===== src/rtl/fpa_pkg.sv =====
package fpa_pkg;

  typedef enum logic [1:0] {
    FPM_SINGLE   = 2'd0,
    FPM_DOUBLE   = 2'd1,
    FPM_QUAD     = 2'd2,
    FPM_QUAD_ALT = 2'd3
  } fp_mode_e;

  // Expected low width of the incoming pulse, in master cycles.
  function automatic int unsigned nominal_low(input logic [1:0] mode);
    case (fp_mode_e'(mode))
      FPM_SINGLE: return 1;
      FPM_DOUBLE: return 2;
      default:    return 4;
    endcase
  endfunction

  // True when a measured width falls outside nominal +/- tol.
  function automatic logic width_bad(input int unsigned width,
                                     input int unsigned nom,
                                     input int unsigned tol);
    return (width > nom + tol) || (width + tol < nom);
  endfunction

  // Local clock level for a given frame phase (master / 4).
  function automatic logic lclk_level(input int unsigned phase);
    return (phase % 4) < 2;
  endfunction

  // Local frame pulse level: low for two cycles each side of the boundary.
  function automatic logic lfp_level(input int unsigned phase,
                                     input int unsigned frame_len);
    return !((phase < 2) || (phase >= frame_len - 2));
  endfunction

endpackage


===== src/rtl/fpa_edge_sampler.sv =====
module fpa_edge_sampler #(
  parameter int CNT_W = 8
) (
  input  logic             clk,
  input  logic             rst_n,
  input  logic             fp_n,
  output logic             fall_evt,
  output logic             rise_evt,
  output logic [CNT_W-1:0] low_len
);

  localparam logic [CNT_W-1:0] LEN_MAX = {CNT_W{1'b1}};

  logic samp_q;
  logic samp_d;

  always_ff @(posedge clk or negedge rst_n) begin
    if (!rst_n) begin
      samp_q <= 1'b1;
      samp_d <= 1'b1;
    end else begin
      samp_q <= fp_n;
      samp_d <= samp_q;
    end
  end

  assign fall_evt = samp_d & ~samp_q;
  assign rise_evt = ~samp_d & samp_q;

  // Counts the cycles the registered sample stays low; saturates.
  always_ff @(posedge clk or negedge rst_n) begin
    if (!rst_n) begin
      low_len <= '0;
    end else if (fall_evt) begin
      low_len <= {{(CNT_W-1){1'b0}}, 1'b1};
    end else if (!samp_q && low_len != LEN_MAX) begin
      low_len <= low_len + 1'b1;
    end
  end

endmodule


===== src/rtl/fpa_width_monitor.sv =====
module fpa_width_monitor
  import fpa_pkg::*;
#(
  parameter int CNT_W     = 8,
  parameter int WIDTH_TOL = 1
) (
  input  logic             clk,
  input  logic             rst_n,
  input  logic [1:0]       mode,
  input  logic             rise_evt,
  input  logic [CNT_W-1:0] low_len,
  output logic             bad_evt,
  output logic             width_err
);

  int unsigned nom;
  int unsigned measured;

  always_comb begin
    nom      = nominal_low(mode);
    measured = int'(low_len);
    bad_evt  = width_bad(measured, nom, WIDTH_TOL);
  end

  always_ff @(posedge clk or negedge rst_n) begin
    if (!rst_n) begin
      width_err <= 1'b0;
    end else if (rise_evt && bad_evt) begin
      width_err <= 1'b1;
    end
  end

endmodule


===== src/rtl/fpa_timebase.sv =====
module fpa_timebase
  import fpa_pkg::*;
#(
  parameter int FRAME_LEN = 2048,
  parameter int PH_W      = $clog2(FRAME_LEN)
) (
  input  logic            clk,
  input  logic            rst_n,
  input  logic            fall_evt,
  output logic [PH_W-1:0] phase,
  output logic            strobe,
  output logic            lclk,
  output logic            lfp_n
);

  localparam logic [PH_W-1:0] PH_LAST = PH_W'(FRAME_LEN - 1);
  localparam logic [PH_W-1:0] PH_RST  = PH_W'(2);

  logic [PH_W-1:0] phase_nxt;

  always_comb begin
    if (fall_evt)
      phase_nxt = '0;
    else if (phase == PH_LAST)
      phase_nxt = '0;
    else
      phase_nxt = phase + 1'b1;
  end

  always_ff @(posedge clk or negedge rst_n) begin
    if (!rst_n) begin
      phase  <= PH_RST;
      strobe <= 1'b0;
      lclk   <= 1'b0;
      lfp_n  <= 1'b1;
    end else begin
      phase  <= phase_nxt;
      strobe <= fall_evt;
      lclk   <= lclk_level(int'(phase_nxt));
      lfp_n  <= lfp_level(int'(phase_nxt), FRAME_LEN);
    end
  end

endmodule


===== src/rtl/fpa_lof_watch.sv =====
module fpa_lof_watch #(
  parameter int LOF_LIMIT = 2049,
  parameter int GAP_W     = $clog2(LOF_LIMIT + 1)
) (
  input  logic             clk,
  input  logic             rst_n,
  input  logic             fall_evt,
  output logic [GAP_W-1:0] gap,
  output logic             lof
);

  localparam logic [GAP_W-1:0] GAP_TOP = GAP_W'(LOF_LIMIT);

  logic [GAP_W-1:0] gap_nxt;

  always_comb begin
    if (fall_evt)
      gap_nxt = '0;
    else if (gap == GAP_TOP)
      gap_nxt = gap;
    else
      gap_nxt = gap + 1'b1;
  end

  always_ff @(posedge clk or negedge rst_n) begin
    if (!rst_n) begin
      gap <= '0;
      lof <= 1'b0;
    end else begin
      gap <= gap_nxt;
      lof <= (gap_nxt == GAP_TOP);
    end
  end

endmodule


===== src/rtl/frame_pulse_aligner.sv =====
module frame_pulse_aligner #(
  parameter int FRAME_LEN = 2048,
  parameter int LOF_LIMIT = 2049,
  parameter int WIDTH_TOL = 1,
  parameter int CNT_W     = 8
) (
  input  logic       clk,
  input  logic       rst_n,
  input  logic [1:0] mode,
  input  logic       fp_n,
  output logic       frame_strobe,
  output logic       lclk_out,
  output logic       lfp_n_out,
  output logic       width_err,
  output logic       lof
);

  localparam int PH_W  = $clog2(FRAME_LEN);
  localparam int GAP_W = $clog2(LOF_LIMIT + 1);

  // Internal events, named for the checker.
  logic             fall_evt;
  logic             rise_evt;
  logic [CNT_W-1:0] low_len;
  logic             bad_evt;
  logic [PH_W-1:0]  phase;
  logic [GAP_W-1:0] gap;

  fpa_edge_sampler #(.CNT_W(CNT_W)) u_samp (
    .clk      (clk),
    .rst_n    (rst_n),
    .fp_n     (fp_n),
    .fall_evt (fall_evt),
    .rise_evt (rise_evt),
    .low_len  (low_len)
  );

  fpa_width_monitor #(.CNT_W(CNT_W), .WIDTH_TOL(WIDTH_TOL)) u_wmon (
    .clk       (clk),
    .rst_n     (rst_n),
    .mode      (mode),
    .rise_evt  (rise_evt),
    .low_len   (low_len),
    .bad_evt   (bad_evt),
    .width_err (width_err)
  );

  fpa_timebase #(.FRAME_LEN(FRAME_LEN), .PH_W(PH_W)) u_tb (
    .clk      (clk),
    .rst_n    (rst_n),
    .fall_evt (fall_evt),
    .phase    (phase),
    .strobe   (frame_strobe),
    .lclk     (lclk_out),
    .lfp_n    (lfp_n_out)
  );

  fpa_lof_watch #(.LOF_LIMIT(LOF_LIMIT), .GAP_W(GAP_W)) u_lof (
    .clk      (clk),
    .rst_n    (rst_n),
    .fall_evt (fall_evt),
    .gap      (gap),
    .lof      (lof)
  );

endmodule


===== config.mk =====
export PLATFORM = sky130hd
export DESIGN_NAME = frame_pulse_aligner
export DESIGN_NICKNAME = d
export VERILOG_FILES = /design/src/rtl/fpa_pkg.sv /design/src/rtl/fpa_edge_sampler.sv /design/src/rtl/fpa_width_monitor.sv /design/src/rtl/fpa_timebase.sv /design/src/rtl/fpa_lof_watch.sv /design/src/rtl/frame_pulse_aligner.sv
export SDC_FILE = /design/constraint.sdc
export NUM_CORES = 1
export LEC_CHECK = 0
export BUFFER_PORTS_ARGS = -buffer_cell sky130_fd_sc_hd__buf_2
export CAP_MARGIN = 20
export CORE_MARGIN = 1.5
export CORE_UTILIZATION = 53
export CTS_BUF_LIST = sky130_fd_sc_hd__clkbuf_16
export DETAILED_ROUTE_END_ITERATION = 12
export GPL_ROUTABILITY_DRIVEN = 0
export PLACE_DENSITY = 0.7
export SYNTH_ARGS = -nofsm -noshare
export SYNTH_HDL_FRONTEND = slang
export SYNTH_HIERARCHICAL = 1
export SYNTH_SLANG_ARGS = --single-unit

===== constraint.sdc =====
create_clock -name clk -period 5.32 [get_ports clk]
set_input_delay 0 -clock clk [delete_from_list [all_inputs] [get_ports clk]]
set_output_delay 0 -clock clk [all_outputs]
set_load 0.02 [all_outputs]

# Word level (Yosys, flattened, before mapping)
# Cells that the tools add are included.
[op_classes]
bitwise = 4
n_reduce_logical = 8
n_lt_le_gt_ge = 5
eq_ne = 5
addsub = 5
mux = 7
[ops]
columns = ["operator", "n"]
rows = [
  ["8-bit by 32-bit greater-than comparator with 1-bit output", 1],
  ["32-bit by 3-bit < comparator with 1-bit output", 1],
  ["12-bit == test, second input constant", 2],
  ["12-bit 2-to-1 mux", 2],
  ["11-bit 2-to-1 mux", 2],
  ["8-bit 2-to-1 mux", 2],
  ["12-bit by 1-bit adder with 12-bit output, second input constant", 1],
  ["11-bit by 1-bit adder with 11-bit output, second input constant", 1],
  ["11-bit == test, second input constant", 1],
  ["11-bit greater-or-equal comparator, second input constant", 1],
  ["11-bit by 2-bit < comparator with 1-bit output, second input constant", 1],
  ["8-bit by 1-bit adder with 9-bit output, second input constant", 1],
  ["8-bit by 1-bit adder with 8-bit output, second input constant", 1],
  ["8-bit != test, second input constant", 1],
  ["3-bit one-hot mux with 2 select lines", 1],
  ["3-bit by 1-bit adder with 4-bit output, second input constant", 1],
  ["1-bit AND", 2],
  ["2-bit by 1-bit == test with 1-bit output, second input constant", 1],
  ["1-bit logical AND", 2],
  ["1-bit zero test", 2],
  ["2-bit zero test", 1],
  ["1-bit logical OR", 2],
  ["2-bit < comparator, second input constant", 1],
  ["1-bit NOT", 2],
  ["2-bit nonzero test", 1],
]
[totals]
ff_bits = 38

# Depth between registers and ports, before layout
[depth]
depth_word = 6
mapped_depth = 8

# Modules after synthesis
# Netlist, hierarchy kept.
[by_module_without_submodules]
columns = ["mod", "area_per_inst_um2", "seq_area_each_um2", "cells_per_inst", "instances"]
rows = [
  ["fpa_timebase", 888.4, 352.8, 89, 1],
  ["fpa_lof_watch", 834.6, 325.3, 94, 1],
  ["fpa_edge_sampler", 573.0, 252.7, 55, 1],
  ["fpa_width_monitor", 275.3, 25.0, 34, 1],
]

# Worst setup path after synthesis
# OpenSTA, ideal clock, no wires.
[synth_path]
path_kind = "reg-to-reg"
from = "reg u_samp.samp_d"
to = "reg u_lof.lof"
arrival_ps = 1790
required_ps = 5224
period_less_slack_ps = 1885
n_path_buf = 1
path_stages_with_launch = 6
slack_ps = 3435
setup_ps = 96
cell_sequence = "dfstp_2 -> buf_2 -> nor2b_1 -> a21oi_2 -> or4_4 -> nor4_2"
[synth_between]
elab_chain_len = 3
[synth_lines]
columns = ["item", "line_no", "text"]
rows = [
  ["start, declared", "fpa_edge_sampler.sv:15", "logic samp_d;"],
  ["start signal, assigned", "fpa_edge_sampler.sv:23", "samp_d <= samp_q;"],
  ["1-bit AND", "fpa_edge_sampler.sv:27", "assign fall_evt = samp_d & ~samp_q;"],
  ["via fall_evt", "frame_pulse_aligner.sv:22", "logic fall_evt;"],
  ["12-bit 2-to-1 mux", "fpa_lof_watch.sv:17", "if (fall_evt)"],
  ["via u_lof.gap_nxt[5]", "fpa_lof_watch.sv:14", "logic [GAP_W-1:0] gap_nxt;"],
  ["12-bit == test", "fpa_lof_watch.sv:31", "lof <= (gap_nxt == GAP_TOP);"],
  ["end signal, assigned", "fpa_lof_watch.sv:31", ""],
  ["end, declared", "fpa_lof_watch.sv:9", "output logic lof"],
]
# The timed path passes the listed nets, and every way through them passes these cells.
# A chain may end at the register's enable or synchronous reset.

# Final worst setup path
[layout_path]
from = "reg u_tb.phase[1]"
to = "reg u_tb.lfp_n"
[layout_between]
elab_chain_len = 6
word_cells_on_any_way = 8
[layout_lines]
columns = ["item", "line_no", "text"]
rows = [
  ["start, declared", "fpa_timebase.sv:10", "output logic [PH_W-1:0] phase,"],
  ["start signal, assigned", "fpa_timebase.sv:37", "phase <= phase_nxt;"],
  ["11-bit by 1-bit adder with 11-bit output / 11-bit == test (equally long branches)", "fpa_timebase.sv:27, fpa_timebase.sv:24", ""],
  ["11-bit 2-to-1 mux (*)", "fpa_timebase.sv:24", "else if (phase == PH_LAST)"],
  ["11-bit 2-to-1 mux (*)", "fpa_timebase.sv:22", "if (fall_evt)"],
  ["11-bit by 2-bit < comparator with 1-bit output / 11-bit greater-or-equal comparator (equally long branches)", "fpa_pkg.sv:34", "return !((phase < 2) || (phase >= frame_len - 2));"],
  ["1-bit logical OR (*)", "fpa_pkg.sv:34", ""],
  ["1-bit zero test (*)", "fpa_pkg.sv:34", ""],
  ["end signal, assigned", "fpa_timebase.sv:40", "lfp_n <= lfp_level(int'(phase_nxt), FRAME_LEN);"],
  ["end, declared", "fpa_timebase.sv:13", "output logic lfp_n"],
]
# Every way passes the cells marked *; elsewhere a longest branch is shown, timed or not.

==> summary.md <==
| Metric | Value |
|---|---|
| Initial antenna violation count | 0 |
| CP required | 5.51 ns |
| Top delay family on crit path | flip-flops |
| Vias in the first global route | 1772 |
| Clk buf depth | 2 |
| Critical path type | flip-flop to flip-flop |
| Die area | 5260 sq um |
| Share of power burned in registers | 45.1% |
| Worst Setup SP | u_tb/phase[1]$_DFF_PN1_ |
| Reg2Reg Setup Slack | 3.28 ns |
| Hold Crit Class | input pin to flip-flop |
| DRT antenna net count | 0 |
| DR WL/cell | 14.3 um |
| Count of final setup violators | 0 |
| Cts repair resizes | 0 |
| Hold buffers post-CTS | 2 |
| Routed WL | 4660 um |
| Crit path buf inv count | 0 |
| Total CTS buffers | 5 |
| Slowest cell on the critical path | dfstp_2 |
| R2r startpoint | u_tb/phase[1]$_DFF_PN1_ |
| Clock sink count | 38 |
| Drt initial violations | 232 |
| M3 GR Usage | 4.58% |
| Port bufs | 9 |
| Fmax | 0.489 GHz |
| Syn-to-layout area delta | 7.08% |
| Initial Utilization | 54.6% |
| Internal | 602 uW |
| DP Area | 2590 sq um |
| Met2 global-route usage | 30.4% |
| Horiz. Die Dim | 72.5 um |
| Tmin final | 2.04 ns |
| Congestion Overflow GR | 0 |
| H-tree depth | 2 |
| Power Density | 324 nW/um^2 |
| Clock slew at reported path FFs | 0.06 ns |
| Setup TNS | 0 ns |
| Busiest grt layer | met2 |
| Status | finished clean |
| Post-synthesis instance area | 2560 sq um |
| Antenna Cells | 0 |
| CP endpoint kind | flip-flop |
| Placed Cells incl. Taps | 317 |
| Final HPWL DP | 3200 um |
| First-pass GRT wire length | 8160 um |
| Largest net degree at the start of global routing | 39 |
| Unrepaired setup endpoints after global routing | no |
| Sw Pwr | 287 uW |
| CTS tree | yes |
| Max-Slew Margin vs Limit | 44.3% |
| Critical path cell sequence | ha_1, nand2_2, nor4_4, a21oi_2, a2111oi_2, a41oi_2 |
| Non-Filler Instances | 327 |
| Post-Syn Area per Cell | 9.49 sq um |
| Clock network power share | 30.8% |
| Share of cells above drive strength 1 | 18.3% |
| HP Start | mode[1] |
| Combinational power share | 24.1% |
| Root Driver | clkbuf_16 |
| Slew @ Worst Pin | 0.836 ns |
| Syn. warnings | 6 |
| Core area | 4690 sq um |
| Setup WS pre-CTS | 3.28 ns |
| Type of origin of the critical path | flip-flop |
| Vias per cell | 5.74 |
| IO Pins | 10 |
| Worst EP arrival | 2.23 ns |
| Die H | 72.5 um |
| Fin crit share | 38.4% |
| Max-Cap Viols | 0 |
| Site Rows | 25 |
| Number of setup buffers added after CTS | 0 |
| Drt pass-1 iters | 4 |
| Post-synth net total | 287 |
| Global routing met1 resource utilization | 27.9% |
| P_leak | 1.21 nW |
| Via count | 1877 |
| CP peak stage delay | 0.58 ns |
| DRC viols | 0 |
| Fin. max-slew vios | 0 |
| Sw Share | 32.3% |
| Max Clock Skew | 0.00692 ns |
| Post-route worst setup slack | 3.28 ns |
| Critical path peak fanout | 8 |
| Worst VDD drop | 0.196 mV |
| Final hold vios | 0 |
| GR Util All Layers | 19.8% |
| Util after Layout | 58.5% |
| Post-Synthesis Cells | 270 |
| Worst skew pair latency | 0.27 ns |
| Final instance area | 2740 sq um |
| Nets | 289 |
flip-flops by register name, indices dropped and copies added (netlist names):
register / cells
u_wmon/width_err: 1
u_tb/phase: 11
u_samp/low_len: 8
u_tb/lfp_n: 1
u_lof/gap: 12
u_samp/samp_d: 1
u_lof/lof: 1
u_tb/strobe: 1
u_samp/samp_q: 1
u_tb/lclk: 1
final timing paths:
kind,endpoint,depth (start not counted)
max,u_tb/lfp_n$_DFF_PN1_,6
min,u_wmon/width_err$_DFFE_PN0P_,6
max reg2reg,u_tb/lfp_n$_DFF_PN1_,6
min reg2reg,u_samp/samp_d$_DFF_PN1_,0
max in group asynchronous,u_samp/low_len[1]$_DFFE_PN0P_,2
min in group asynchronous,u_samp/low_len[5]$_DFFE_PN0P_,2
cell usage in the layout, fill, tap and decap left out, types with 2 or more instances in the layout:
| master | instances |
|---|---|
| a2111oi_2 | 3 |
| a211oi_1 | 4 |
| a21oi_1 | 5 |
| a21oi_2 | 2 |
| and2_1 | 2 |
| and3_1 | 4 |
| and3b_1 | 2 |
| and4_4 | 2 |
| and4b_1 | 2 |
| buf_2 | 9 |
| clkbuf_16 | 5 |
| dfrtp_1 | 34 |
| dfstp_2 | 4 |
| dlygate4sd3_1 | 2 |
| ha_1 | 12 |
| inv_1 | 15 |
| mux2i_1 | 5 |
| nand2_1 | 14 |
| nand2_2 | 2 |
| nand2b_1 | 3 |
| nand3_1 | 12 |
| nand4_1 | 6 |
| nor2_1 | 31 |
| nor2b_1 | 4 |
| nor3_1 | 9 |
| nor4_1 | 5 |
| o21ai_0 | 6 |
| o22a_2 | 2 |
| o32ai_1 | 2 |
| xnor2_1 | 8 |
| xor2_1 | 15 |
power groups by stage:
stage,Sequential [mW],Clock [mW],Combinational [mW]
after floorplan,0.376,0,0.201
after global placement,0.405,0,0.212
after detailed placement,0.405,0,0.213
after CTS,0.400,0.284,0.215
after global routing,0.410,0.297,0.246
final,0.401,0.274,0.214
final cells by class:
cell class	instances	area [sq um]
clock inverters	3	11.3
fillers	404	1950
well taps	54	67.6
repair buffers	12	72.6
clock buffers	5	125
flip-flops and latches	38	956
multi-input cells	202	1460
inverters	13	48.8
per-layer routing:
metal / vias to the layer above / share of wire, %
li1: 969 / -
met1: 877 / 51
met2: 29 / 45
met3: 2 / 3.3
met4: 0 / 0.58
met5: - / 0
stage by stage:
stage | hold WS [ns] | power [mW]
global route | 0.376 | 0.953
CTS | 0.327 | 0.899
floorplan | -0.296 | 0.577
global placement | 0.112 | 0.617
finish | 0.327 | 0.889
detailed placement | 0.116 | 0.618
worst reg2reg max path, cell delays in order, from the launching register on:
cell	delay, ns
dfstp_2	0.58
ha_1	0.35
nand2_2	0.14
nor4_4	0.37
a21oi_2	0.12
a2111oi_2	0.34
a41oi_2	0.05
(Power assumes the default switching activity.)
